--- config.mk ---
export PLATFORM = sky130hd
export DESIGN_NAME = tmr_div_timer
export DESIGN_NICKNAME = d
export VERILOG_FILES = /design/src/rtl/tmr_pkg.sv /design/src/rtl/tmr_cfg_regs.sv /design/src/rtl/tmr_prescaler.sv /design/src/rtl/tmr_counter.sv /design/src/rtl/tmr_div_timer.sv
export SDC_FILE = /design/constraint.sdc
export NUM_CORES = 1
export LEC_CHECK = 0
export BUFFER_PORTS_ARGS = -buffer_cell sky130_fd_sc_hd__buf_2
export CORE_MARGIN = 1.5
export CORE_UTILIZATION = 49
export DETAILED_ROUTE_END_ITERATION = 7
export HOLD_SLACK_MARGIN = 0.02
export PLACE_DENSITY = 0.77
export SETUP_SLACK_MARGIN = 0.02
export SLEW_MARGIN = 20
export SYNTH_ARGS = -nofsm -noshare
export SYNTH_HDL_FRONTEND = slang
export SYNTH_HIERARCHICAL = 1
export SYNTH_SLANG_ARGS = --single-unit
--- constraint.sdc ---
create_clock -name clk_i -period 3.4 [get_ports clk_i]
set_input_delay 0.34 -clock clk_i [delete_from_list [all_inputs] [get_ports clk_i]]
set_output_delay 0.34 -clock clk_i [all_outputs]
set_load 0.03 [all_outputs]
--- src/rtl/tmr_pkg.sv ---
package tmr_pkg;
  localparam int VEC_W     = 8;
  localparam int MAX_SHIFT = 7;
  localparam int PRE_W     = $clog2((1 << MAX_SHIFT));
  localparam int MASK_BIT  = 16;
  localparam int PER_BIT   = 17;

  typedef enum logic [1:0] {
    SEL_DIV  = 2'd0,
    SEL_INIT = 2'd1,
    SEL_LVT  = 2'd2,
    SEL_NONE = 2'd3
  } sel_e;

  typedef struct packed {
    logic             periodic;
    logic             mask;
    logic [VEC_W-1:0] vec;
  } lvt_t;

  // scrambled code {b3,b1,b0}; shift wraps modulo 8
  function automatic logic [2:0] div_shift(input logic [3:0] cfg);
    return {cfg[3], cfg[1], cfg[0]} + 3'd1;
  endfunction
endpackage

--- src/rtl/tmr_cfg_regs.sv ---
module tmr_cfg_regs
  import tmr_pkg::*;
(
  input  logic       clk_i,
  input  logic       rst_ni,
  input  logic       sw_en_i,
  input  logic       div_we_i,
  input  logic [3:0] div_wdata_i,
  input  logic       lvt_we_i,
  input  lvt_t       lvt_wdata_i,
  output logic [3:0] div_cfg_o,
  output lvt_t       lvt_o
);
  logic [3:0] div_q;
  lvt_t       lvt_q;

  always_ff @(posedge clk_i or negedge rst_ni) begin
    if (!rst_ni) begin
      div_q <= '0;
      lvt_q <= '{periodic: 1'b0, mask: 1'b1, vec: '0};
    end else begin
      if (div_we_i) div_q <= {div_wdata_i[3], 1'b0, div_wdata_i[1:0]};
      if (lvt_we_i) begin
        lvt_q      <= lvt_wdata_i;
        lvt_q.mask <= lvt_wdata_i.mask | ~sw_en_i;
      end
    end
  end

  assign div_cfg_o = div_q;
  assign lvt_o     = lvt_q;

  p_mask_force_r10: assert property (@(posedge clk_i) disable iff (!rst_ni)
    (lvt_we_i && !sw_en_i) |=> lvt_q.mask);
endmodule

--- src/rtl/tmr_prescaler.sv ---
module tmr_prescaler #(
  parameter int PRE_W = 7
) (
  input  logic       clk_i,
  input  logic       rst_ni,
  input  logic       clear_i,
  input  logic       run_i,
  input  logic       tick_i,
  input  logic [2:0] shift_i,
  output logic       step_o
);
  localparam int FULL_W = PRE_W + 1;

  logic [PRE_W-1:0]  pre_q;
  logic [FULL_W-1:0] full;
  logic [PRE_W-1:0]  last;

  assign full   = (FULL_W'(1) << shift_i) - FULL_W'(1);
  assign last   = full[PRE_W-1:0];
  // >= tolerates a divisor shrinking mid-count
  assign step_o = run_i && tick_i && (pre_q >= last);

  always_ff @(posedge clk_i or negedge rst_ni) begin
    if (!rst_ni)                pre_q <= '0;
    else if (clear_i || !run_i) pre_q <= '0;
    else if (tick_i)            pre_q <= step_o ? '0 : pre_q + PRE_W'(1);
  end

  p_idle_hold_r3: assert property (@(posedge clk_i) disable iff (!rst_ni)
    (!tick_i && !clear_i && run_i) |=> (pre_q == $past(pre_q)));
endmodule

--- src/rtl/tmr_counter.sv ---
module tmr_counter #(
  parameter int CNT_W = 32
) (
  input  logic             clk_i,
  input  logic             rst_ni,
  input  logic             load_i,
  input  logic [CNT_W-1:0] load_val_i,
  input  logic             step_i,
  input  logic             periodic_i,
  output logic [CNT_W-1:0] count_o,
  output logic             run_o,
  output logic             expire_o
);
  logic [CNT_W-1:0] init_q, cnt_q;

  assign run_o    = (cnt_q != '0);
  assign expire_o = step_i && !load_i && (cnt_q == CNT_W'(1));
  assign count_o  = cnt_q;

  always_ff @(posedge clk_i or negedge rst_ni) begin
    if (!rst_ni) begin
      init_q <= '0;
      cnt_q  <= '0;
    end else if (load_i) begin
      init_q <= load_val_i;
      cnt_q  <= load_val_i;
    end else if (step_i && run_o) begin
      if (cnt_q == CNT_W'(1)) cnt_q <= periodic_i ? init_q : '0;
      else                    cnt_q <= cnt_q - CNT_W'(1);
    end
  end

  p_dec_r4: assert property (@(posedge clk_i) disable iff (!rst_ni)
    (step_i && !load_i && cnt_q > CNT_W'(1)) |=> (cnt_q == $past(cnt_q) - CNT_W'(1)));
  p_zero_load_r5: assert property (@(posedge clk_i) disable iff (!rst_ni)
    (load_i && load_val_i == '0) |=> (cnt_q == '0));
  p_stop_hold_r6: assert property (@(posedge clk_i) disable iff (!rst_ni)
    (cnt_q == '0 && !load_i) |=> (cnt_q == '0));
  p_reload_r7: assert property (@(posedge clk_i) disable iff (!rst_ni)
    (expire_o && periodic_i) |=> (cnt_q == init_q));
endmodule

--- src/rtl/tmr_div_timer.sv ---
module tmr_div_timer
  import tmr_pkg::*;
#(
  parameter int DATA_W = 32,
  parameter int CNT_W  = 32
) (
  input  logic              clk_i,
  input  logic              rst_ni,
  input  logic              tick_i,
  input  logic              sw_en_i,
  input  logic              wr_en_i,
  input  logic [1:0]        wr_sel_i,
  input  logic [DATA_W-1:0] wr_data_i,
  output logic [CNT_W-1:0]  count_o,
  output logic [DATA_W-1:0] div_cfg_o,
  output logic [DATA_W-1:0] entry_o,
  output logic              irq_o,
  output logic [VEC_W-1:0]  irq_vec_o
);
  sel_e       sel;
  logic       div_we, lvt_we, load;
  logic [3:0] div_cfg;
  lvt_t       lvt, lvt_wdata;
  logic       step, run, expire;
  logic       irq_q;
  logic [VEC_W-1:0] vec_q;

  assign sel    = sel_e'(wr_sel_i);
  assign div_we = wr_en_i && (sel == SEL_DIV);
  assign load   = wr_en_i && (sel == SEL_INIT);
  assign lvt_we = wr_en_i && (sel == SEL_LVT);

  assign lvt_wdata = '{periodic: wr_data_i[PER_BIT], mask: wr_data_i[MASK_BIT],
                       vec: wr_data_i[VEC_W-1:0]};

  logic unused_ok;
  assign unused_ok = ^{wr_data_i[DATA_W-1:PER_BIT+1], wr_data_i[MASK_BIT-1:VEC_W]};

  tmr_cfg_regs u_regs (
    .clk_i, .rst_ni, .sw_en_i,
    .div_we_i(div_we), .div_wdata_i(wr_data_i[3:0]),
    .lvt_we_i(lvt_we), .lvt_wdata_i(lvt_wdata),
    .div_cfg_o(div_cfg), .lvt_o(lvt)
  );

  tmr_prescaler #(.PRE_W(PRE_W)) u_pre (
    .clk_i, .rst_ni, .clear_i(load), .run_i(run), .tick_i,
    .shift_i(div_shift(div_cfg)), .step_o(step)
  );

  tmr_counter #(.CNT_W(CNT_W)) u_cnt (
    .clk_i, .rst_ni, .load_i(load), .load_val_i(wr_data_i[CNT_W-1:0]),
    .step_i(step), .periodic_i(lvt.periodic),
    .count_o, .run_o(run), .expire_o(expire)
  );

  always_ff @(posedge clk_i or negedge rst_ni) begin
    if (!rst_ni) begin
      irq_q <= 1'b0;
      vec_q <= '0;
    end else begin
      irq_q <= expire && !lvt.mask;
      if (expire) vec_q <= lvt.vec;
    end
  end

  assign irq_o     = irq_q;
  assign irq_vec_o = vec_q;

  always_comb begin
    div_cfg_o        = '0;
    div_cfg_o[3:0]   = div_cfg;
    entry_o          = '0;
    entry_o[VEC_W-1:0] = lvt.vec;
    entry_o[MASK_BIT]  = lvt.mask;
    entry_o[PER_BIT]   = lvt.periodic;
  end

  p_masked_quiet_r9: assert property (@(posedge clk_i) disable iff (!rst_ni)
    irq_o |-> !$past(lvt.mask));
  p_irq_vec_r8: assert property (@(posedge clk_i) disable iff (!rst_ni)
    irq_o |-> (irq_vec_o == $past(lvt.vec)));
endmodule

# [After elaboration in Yosys (flattened, before gate mapping)]
# Cells that the tools add are included.
[totals] reg_bits=93 latch_bits=0 ramBits=0 rom_bits=0 in_bits=39 wordCells=44 memories=0
[op_classes] add_sub_neg=4 n_mul=0 div=0 order_cmp=1 eq_ne=3 shift=1 mux=7 bitwise=2 reduce_logical=17
[op_table] operator="32-bit 2-to-1 mux" count=4
[op_table] operator="32-bit by 1-bit equality test with 1-bit output, second input constant" count=1
[op_table] operator="32-bit nonzero test" count=1
[op_table] operator="32-bit by 1-bit subtractor with 32-bit output, second input constant" count=1
[op_table] operator="7-bit 2-to-1 mux" count=3
[op_table] operator="1-bit logical AND" count=9
[op_table] operator="7-bit by 1-bit adder with 7-bit output, second input constant" count=1
[op_table] operator="7-bit >= comparator" count=1
[op_table] operator="1-bit by 3-bit << shifter with 7-bit output, first input constant" count=1
[op_table] operator="7-bit by 2-bit subtractor with 7-bit output, second input constant" count=1
[op_table] operator="2-bit nonzero test" count=2
[op_table] operator="3-bit by 1-bit adder with 3-bit output, second input constant" count=1
[op_table] operator="1-bit logical NOT" count=3
[op_table] operator="2-bit by 1-bit equality test with 1-bit output, second input constant" count=1
[op_table] operator="2-bit equality test, second input constant" count=1
[op_table] operator="2-bit logical NOT" count=1
[op_table] operator="1-bit logical OR" count=1
[op_table] operator="1-bit NOT" count=1
[op_table] operator="1-bit bitwise OR" count=1

# [Logic depth before layout (Yosys ltp)]
# Gate-level depths: netlist of run 1.
[logic_depth] depth_word=8 depth_mapped=14 mapped_depth_nobuf=13

# [Modules after synthesis]
# The synthesis of run 1 kept the hierarchy.
[by_module_without_submodules] module="tmr_counter" instances=1 cells_each=416 area_per_inst_um2=3848.7 seq_area_each_um2=1601.5
[by_module_without_submodules] module="tmr_div_timer" instances=1 cells_each=76 area_per_inst_um2=792.0 seq_area_each_um2=225.2
[by_module_without_submodules] module="tmr_prescaler" instances=1 cells_each=58 area_per_inst_um2=579.3 seq_area_each_um2=175.2
[by_module_without_submodules] module="tmr_cfg_regs" instances=1 cells_each=31 area_per_inst_um2=528.0 seq_area_each_um2=326.6

# [Least setup slack after synthesis of run 1]
# Ideal clock, no wire load.
[synth_path] kind="reg-to-reg" start="register u_regs.div_q[0], in the netlist u_regs/div_cfg_o[0]" end="register vec_q[0], in the netlist irq_vec_o[0]" setup_ns=0.125 t_arrival_ns=3.440 path_slack_ns=-0.165 stages_incl_launch_ff=14 synth_period_minus_slack_ns=3.565 cell_sequence="dfrtp_1 ha_1 xor2_1 or3_1 ha_1 nand2b_4 a2111oi_4 o21ai_2 and3_1 nand2_1 clkbuf_1 nor3_1 buf_6 mux2_4"
[synth_between] elab_chain_cells=7
[synth_lines] element="start, declared" line_no="tmr_cfg_regs.sv:14" rtl="logic [3:0] div_q;"
[synth_lines] element="start signal, assigned" line_no="tmr_cfg_regs.sv:22" rtl="if (div_we_i) div_q <= {div_wdata_i[3], 1'b0, div_wdata_i[1:0]};"
[synth_lines] element="3-bit by 1-bit adder with 3-bit output" line_no="tmr_pkg.sv:23" rtl="return {cfg[3], cfg[1], cfg[0]} + 3'd1;"
[synth_lines] element="1-bit by 3-bit << shifter with 7-bit output" line_no="tmr_prescaler.sv:18" rtl="assign full = (FULL_W'(1) << shift_i) - FULL_W'(1);"
[synth_lines] element="7-bit by 2-bit subtractor with 7-bit output" line_no="tmr_prescaler.sv:18"
[synth_lines] element="7-bit >= comparator" line_no="tmr_prescaler.sv:21" rtl="assign step_o = run_i && tick_i && (pre_q >= last);"
[synth_lines] element="1-bit logical AND" line_no="tmr_prescaler.sv:21"
[synth_lines] element="net step" line_no="tmr_div_timer.sv:24" rtl="logic step, run, expire;"
[synth_lines] element="1-bit logical AND (2 in series)" line_no="tmr_counter.sv:17" rtl="assign expire_o = step_i && !load_i && (cnt_q == CNT_W'(1));"
[synth_lines] element="net expire" line_no="tmr_div_timer.sv:24"
[synth_lines] element="end signal, assigned" line_no="tmr_div_timer.sv:63" rtl="if (expire) vec_q <= lvt.vec;"
[synth_lines] element="end, declared" line_no="tmr_div_timer.sv:26" rtl="logic [VEC_W-1:0] vec_q;"
# The timed path passes the listed nets, and every way through them passes these cells.
# A chain may end at the register's enable or synchronous reset.

# [Worst setup path in the final report of run 1]
[layout_path] start="register u_regs.div_q[0], in the netlist u_regs/div_cfg_o[0]" end="register u_cnt.cnt_q[6], in the netlist u_cnt/count_o[6]"
[layout_between] elab_chain_cells=7
[layout_lines] element="3-bit by 1-bit adder with 3-bit output" line_no="tmr_pkg.sv:23"
[layout_lines] element="1-bit by 3-bit << shifter with 7-bit output" line_no="tmr_prescaler.sv:18"
[layout_lines] element="7-bit by 2-bit subtractor with 7-bit output" line_no="tmr_prescaler.sv:18"
[layout_lines] element="7-bit >= comparator" line_no="tmr_prescaler.sv:21"
[layout_lines] element="1-bit logical AND" line_no="tmr_prescaler.sv:21"
[layout_lines] element="net step" line_no="tmr_div_timer.sv:24"
[layout_lines] element="1-bit logical AND" line_no="tmr_counter.sv:27" rtl="end else if (step_i && run_o) begin"
[layout_lines] element="2-bit nonzero test (no line)"
[layout_lines] element="end signal, assigned" line_no="tmr_counter.sv:26" rtl="cnt_q <= load_val_i;"
[layout_lines] element="end signal, assigned" line_no="tmr_counter.sv:28" rtl="if (cnt_q == CNT_W'(1)) cnt_q <= periodic_i ? init_q : '0;"
[layout_lines] element="end signal, assigned" line_no="tmr_counter.sv:29" rtl="else cnt_q <= cnt_q - CNT_W'(1);"
[layout_lines] element="end, declared" line_no="tmr_counter.sv:14" rtl="logic [CNT_W-1:0] init_q, cnt_q;"
# The timed path passes the listed nets, and every way through them passes these cells.

==> results of run 1 <==
-- final timing paths --
kind / start / endpoint / slack [ns]
worst max-delay path: u_regs/div_cfg_o[0] / u_cnt/count_o[6] / 0.11
worst min-delay path: rst_ni / irq_vec_o[5] / 0.11
worst max register to register: u_regs/div_cfg_o[0] / u_cnt/count_o[6] / 0.11
worst min register to register: u_cnt/init_q[12] / u_cnt/init_q[12] / 0.51
max in group asynchronous: rst_ni / u_cnt/init_q[21] / 2.55
min in group clk_i: sw_en_i / u_regs/lvt_o[8] / 0.14
-- flip-flops by register name, summed over array words and instances (netlist names) --
register and cells:
irq_o 1, irq_vec_o 8, u_cnt/count_o 32, u_cnt/init_q 32, u_pre/pre_q 7, u_regs/div_cfg_o 3
u_regs/lvt_o 10
-- layout by cell type, fill, tap and decap left out, types with 9 or more instances in the layout --
cell and instances:
clkbuf_16 9, mux2_4 16, buf_2 91, nor4_1 15, nand2_1 29, nand3_1 10, mux2_2 31, ha_1 12
dfrtp_1 90, nor2_1 33, nor3_1 16, conb_1 51, o21ai_0 38, a22o_1 9, inv_1 21, buf_4 24
a21oi_1 45
-- cell type report --
cell class	count	share of cell area, %
multi-input cells	437	46.2
clock inverters	1	0.0766
clock buffers	15	4.10
well taps	143	2.74
repair buffers	116	10.0
inverters	21	1.21
flip-flops and latches	93	35.7
-- worst register-to-register path, delay by kind of cell, from the launching register on --
family / cells / cell delay, ns
adders and majority gates: 2 / 0.50
AOI/OAI and AO/OA: 4 / 0.82
DFF: 1 / 0.43
and+or+nand+nor: 4 / 0.97
xor gates and xnor gates: 1 / 0.17
buffers and inverters: 2 / 0.31
-- through the flow --
step / setup WS (ns) / util (%) / hold slack (ns) / setup TNS, ns
after global routing: 0.0117 / 57.2 / 0.132 / 0
after CTS: 0.0311 / 57.0 / 0.132 / 0
after detailed placement: -0.0646 / 54.5 / 0.458 / -0.535
final: 0.113 / 57.2 / 0.113 / 0
after global placement: 0.0688 / 54.5 / 0.452 / 0
after floorplan: 0.0671 / - / 0.0444 / 0
-- per-layer routing --
layer | wire length (um) | track usage (%) | vias up
met1 | 6220 | 30.9 | 2382
met3 | 1080 | 5.63 | 38
met5 | 0 | 0 | -
met4 | 366 | 8.86 | 0
li1 | - | - | 2242
met2 | 7310 | 41.3 | 244
-- cells by family (layout without fill, tap and decap cells) --
kind of cell               Yosys count  count (layout)  share of synthesized area [%]
xor gates and xnor gates             9               9                           1.37
adders and majority gates           12              12                           2.61
muxes                               48              48                           10.4
and+or+nand+nor                    155             155                           15.5
other                                2              51                          0.131
AOI/OAI and AO/OA                  162             162                           18.9
DFF                                 93              93                           40.5
buffers and inverters              100             153                           10.6
-- timing repair --
action,in CTS,in global routing
resized for setup,2,1
hold buffers,0,0
setup endpoints to repair,15,19
setup buffers,0,3
pin swaps,0,1
-- power by group --
part	internal (mW)	total [mW]	switching, mW	leakage [nW]
clock	0.536	0.943	0.407	0.134
combinational	0.633	1.70	1.07	1.70
sequential	1.36	1.68	0.322	1.12
total	2.52	4.32	1.80	2.96
==> results_dict.tcl, run 1 <==
set metrics [dict create \
    hold_viol_final 0 \
    drc 0 \
    ys_ff_latch 93 \
    cp.depth 13 \
    wl_mm 15.0 \
    yosysMostFrequentCell "dfrtp_1" \
    place_inst 807 \
    max_slew_margin_pct 41.6 \
    worstMarginPinSlew_ns 0.876 \
    finalPower_mw 4.32 \
    max_stage_delay_ns 0.43 \
    synth_area_um2 5750 \
    worstHoldPathType "input port to async pin" \
    die_h_um 111 \
    viasPerCell 5.94 \
    critPathBufInv 2 \
    status "finished clean" \
    clockBufferDepth 2 \
    reg2regPathDepth 13 \
    cts_tree "built" \
    setup_viol 0 \
    maxSlewViolCount 0 \
    synth_top_area_share_pct 40.1 \
    clk_pin_slew_ns 0.06 \
    synth.yosys.seq_area_share_pct 40.5 \
    critPathSlowestCell "dfrtp_2" \
    synth_edf_count 0 \
    io_buffers 92 \
    grt_pass1_vias 4877 \
    worstSetupPathType "flop to flop" \
    grt-ovfl-total 0 \
    fin_cells 826 \
    die_area_um2 12400 \
    gp_congestion 0.912 \
    fillers 1009 \
    cts_sinks 93 \
    design.core.area_um2 11400 \
    drtPass1Iterations 5 \
    arrival_ns 3.52 \
    final-seq-area_um2 2330 \
    place_area_um2 6220 \
    die_w_um 111 \
    clk-insertion-delay-late_ns 0.35 \
    antenna_cells 0 \
    area_growth_pct 13.7 \
    ys_warn_count 6 \
    synthTopCellsByArea "dfrtp_1 (40%), buf_4 (6.7%), mux2_2 (6.1%)" \
    htree_levels 3 \
    root_buffer "clkbuf_16" \
    p_leak_nw 2.96 \
    grt_max_degree 70 \
    drt_first_iter_violations 375 \
    synth_cell_types 66 \
    start_util_pct 50.3 \
    multiInputGateArea_um2 3020 \
    ys_top_cells_by_count "dfrtp_1 (92), buf_4 (51), a21oi_1 (45)" \
    drv_cap 0 \
    ys_async_sr_fraction_pct 100 \
    final_area_um2 6530 \
    power.density_nw_per_um2 662 \
    wire_per_inst_um 18.1 \
    path_delay_family "simple AND/OR/NAND/NOR gates" \
    syn_inst 581 \
    final_nets 729 \
    numCtsBuffers 9 \
    rows 39 \
    ir_drop_mv 0.407 \
    crit_required_ns 3.64 \
    antenna_found_initial 0 \
    start_kind "flop" \
    finClkSkew_ns 0.00752 \
    synth.avg_cell_area_um2 9.89 \
    fin_crit_sh_pct 96.7 \
    post-route-min-period_ns 3.29 \
    ant_nets 0 \
    io_pins 144 \
    crit_path_max_fanout 8 \
    end_kind "flop" \
    fmax_mhz 304 \
    grt.total_usage_pct 24.5 \
    grt_first_pass_wirelength_mm 24.3 \
    rsz0062_at_grt "no" \
    drive_above_1_share_pct 29.0 \
    dpl.hpwl_mm 10.7 \
    synthFlopType "dfrtp_1" \
    path_cells "ha_1 -> xor2_1 -> or3_1 -> ha_1 -> nand2b_4 -> a2111oi_4 -> o21ai_2 -> and3_4 -> buf_4 -> o31a_1 -> or2_4 -> buf_4 -> a32o_1" \
    yosysTopAreaCell "dfrtp_1" \
    vias 4906 \
]
(Power assumes the default switching activity.)
==> run 2: changes to the inputs <==
--- a/config.mk
+++ b/config.mk
@@ -5,7 +5,7 @@
 export SDC_FILE = /design/constraint.sdc
 export NUM_CORES = 1
 export LEC_CHECK = 0
-export BUFFER_PORTS_ARGS = -buffer_cell sky130_fd_sc_hd__buf_2
+export BUFFER_PORTS_ARGS = -buffer_cell sky130_fd_sc_hd__buf_4
 export CORE_MARGIN = 1.5
 export CORE_UTILIZATION = 49
 export DETAILED_ROUTE_END_ITERATION = 7
==> run 2 against run 1 <==
Against the previous run:
- register-to-register slack better by 0.05 ns
- clock skew increased by 0.0044 ns
- die area did not move
- final cell count down 0.12%
- setup slack improved by 0.046 ns
- clock power up 17%
- global-route usage decreased by 0.14 points
- combinational power is 6% higher
- critical endpoint unchanged
- largest cell class unchanged
- largest power group unchanged
==> results_dict.tcl, run 2 (synthesized netlist as in run 1, its figures left out) <==
set metrics [dict create \
    status "finished clean" \
    clk-insertion-delay-late_ns 0.35 \
    die_area_um2 12400 \
    drc 0 \
    grt-ovfl-total 0 \
    root_buffer "clkbuf_16" \
    vias 4904 \
    arrival_ns 3.47 \
    place_area_um2 6470 \
    cts_tree "built" \
    post-place-ws_ns 0.0798 \
    grt_max_degree 71 \
    tns_ns 0 \
    antenna_found_initial 0 \
    p_leak_nw 3.05 \
    grt.total_usage_pct 24.3 \
    cts_hold_repair.buffers 0 \
    setup_viol 0 \
    final_common_cell "buf_4" \
    area_growth_pct 18.4 \
    io_buffers 92 \
    worstSetupPathType "flop to flop" \
    met1_usage_pct 32.3 \
    hold_viol_final 0 \
    drt_first_iter_violations 406 \
    rows 39 \
    wl_mm 15.1 \
    met3_usage_pct 4.32 \
    ir_drop_mv 0.380 \
    drv_cap 0 \
    viasPerCell 5.94 \
    crit_path_max_fanout 13 \
    drive_above_1_share_pct 29.3 \
    die_w_um 111 \
    final_area_um2 6810 \
    critPathSlowestCell "dfrtp_2" \
    htree_levels 3 \
    fin_crit_sh_pct 95.3 \
    path_cells "ha_1 -> xor2_1 -> or3_1 -> ha_1 -> nand2b_4 -> a2111oi_4 -> o21ai_2 -> and3_1 -> buf_4 -> o31a_1 -> or2_4 -> buf_6 -> a32o_1" \
    cts_sinks 93 \
    post-route-min-period_ns 3.24 \
    antenna_cells 0 \
    end_kind "flop" \
    dpl.hpwl_mm 10.7 \
    max_stage_delay_ns 0.42 \
    clk_pin_slew_ns 0.07 \
    final_nets 728 \
    ant_nets 0 \
    fillers 1006 \
    fmax_mhz 309 \
    die_h_um 111 \
    start_util_pct 50.3 \
    rsz0062_at_grt "no" \
    drtPass1Iterations 4 \
    io_pins 144 \
    worstHoldPathType "input port to async pin" \
    use_met2_pct 39.8 \
    final_cell_mix "buf_4 (113), dfrtp_1 (90), conb_1 (51), a21oi_1 (45), o21ai_0 (38)" \
    start_kind "flop" \
    design.core.area_um2 11400 \
    wire_per_inst_um 18.3 \
    gp_congestion 0.856 \
    clockBufferDepth 2 \
    grt_first_pass_wirelength_mm 24.1 \
    grt_busiest_layer "met2" \
    power.density_nw_per_um2 674 \
    worstMarginPinSlew_ns 0.922 \
    fin_ws_ns 0.159 \
    grt_pass1_vias 4644 \
    max_slew_margin_pct 38.5 \
    crit_required_ns 3.63 \
    finClkSkew_ns 0.0120 \
    numCtsBuffers 9 \
    worst_path_most_repeated_cell "ha_1" \
    maxSlewViolCount 0 \
]
[run 2: report_power, final]
part	switching [mW]	internal (mW)
combinational	1.08	0.727
sequential	0.326	1.35
clock	0.441	0.663
total	1.84	2.74
[run 2: what timing repair did]
item	4_1_cts	5_1_grt
setup endpoints to repair	0	20
setup buffers	0	0
resized for setup	0	3
[run 2: stage by stage]
| stage | instances | util (%) | hold slack, ns | power (mW) |
|---|---|---|---|---|
| 2_1_floorplan | 630 | - | 0.0444 | 2.88 |
| 3_3_place_gp | 809 | 56.6 | 0.450 | 3.41 |
| 3_5_place_dp | 809 | 56.6 | 0.453 | 3.47 |
| 4_1_cts | 825 | 59.5 | 0.137 | 4.60 |
| 5_1_grt | 825 | 59.6 | 0.165 | 4.83 |
| 6_report | 825 | 59.6 | 0.0864 | 4.59 |
[run 2: worst paths after layout]
path                                      from                end  slack (ns)  cells past startpoint
max                        u_regs/div_cfg_o[1]   u_cnt/count_o[6]        0.16                     13
max in group asynchronous               rst_ni  u_cnt/count_o[15]        2.53                      2
min reg2reg                    u_cnt/init_q[5]    u_cnt/init_q[5]        0.48                      2
min in group clk_i                     sw_en_i    u_regs/lvt_o[8]        0.15                      2
min                                     rst_ni       irq_vec_o[3]        0.09                      1
max reg2reg                u_regs/div_cfg_o[1]   u_cnt/count_o[6]        0.16                     13
[run 2: worst max-delay path, delay by kind of cell, from the launching register on]
family	cells	cell delay (ns)
compound gates	4	0.81
xor+xnor	1	0.17
fa+ha+maj	2	0.46
buf+inv	2	0.31
flops	1	0.42
simple gates	4	0.95
[run 2: layout make-up]
class / instances / area, um^2 / share of cell area (%)
multi-input combinational: 437 / 3010 / 44.3
clock inverter: 6 / 86.3 / 1.27
tap: 143 / 179 / 2.63
timing repair buffer: 115 / 880 / 12.9
sequential: 93 / 2330 / 34.3
clock buffer: 10 / 239 / 3.51
inverter: 21 / 78.8 / 1.16
[run 2: metal layers]
layer / up-vias / wire, um
li1: 2241 / -
met1: 2408 / 6470
met2: 228 / 7250
met3: 27 / 1040
met4: 0 / 333
met5: - / 0
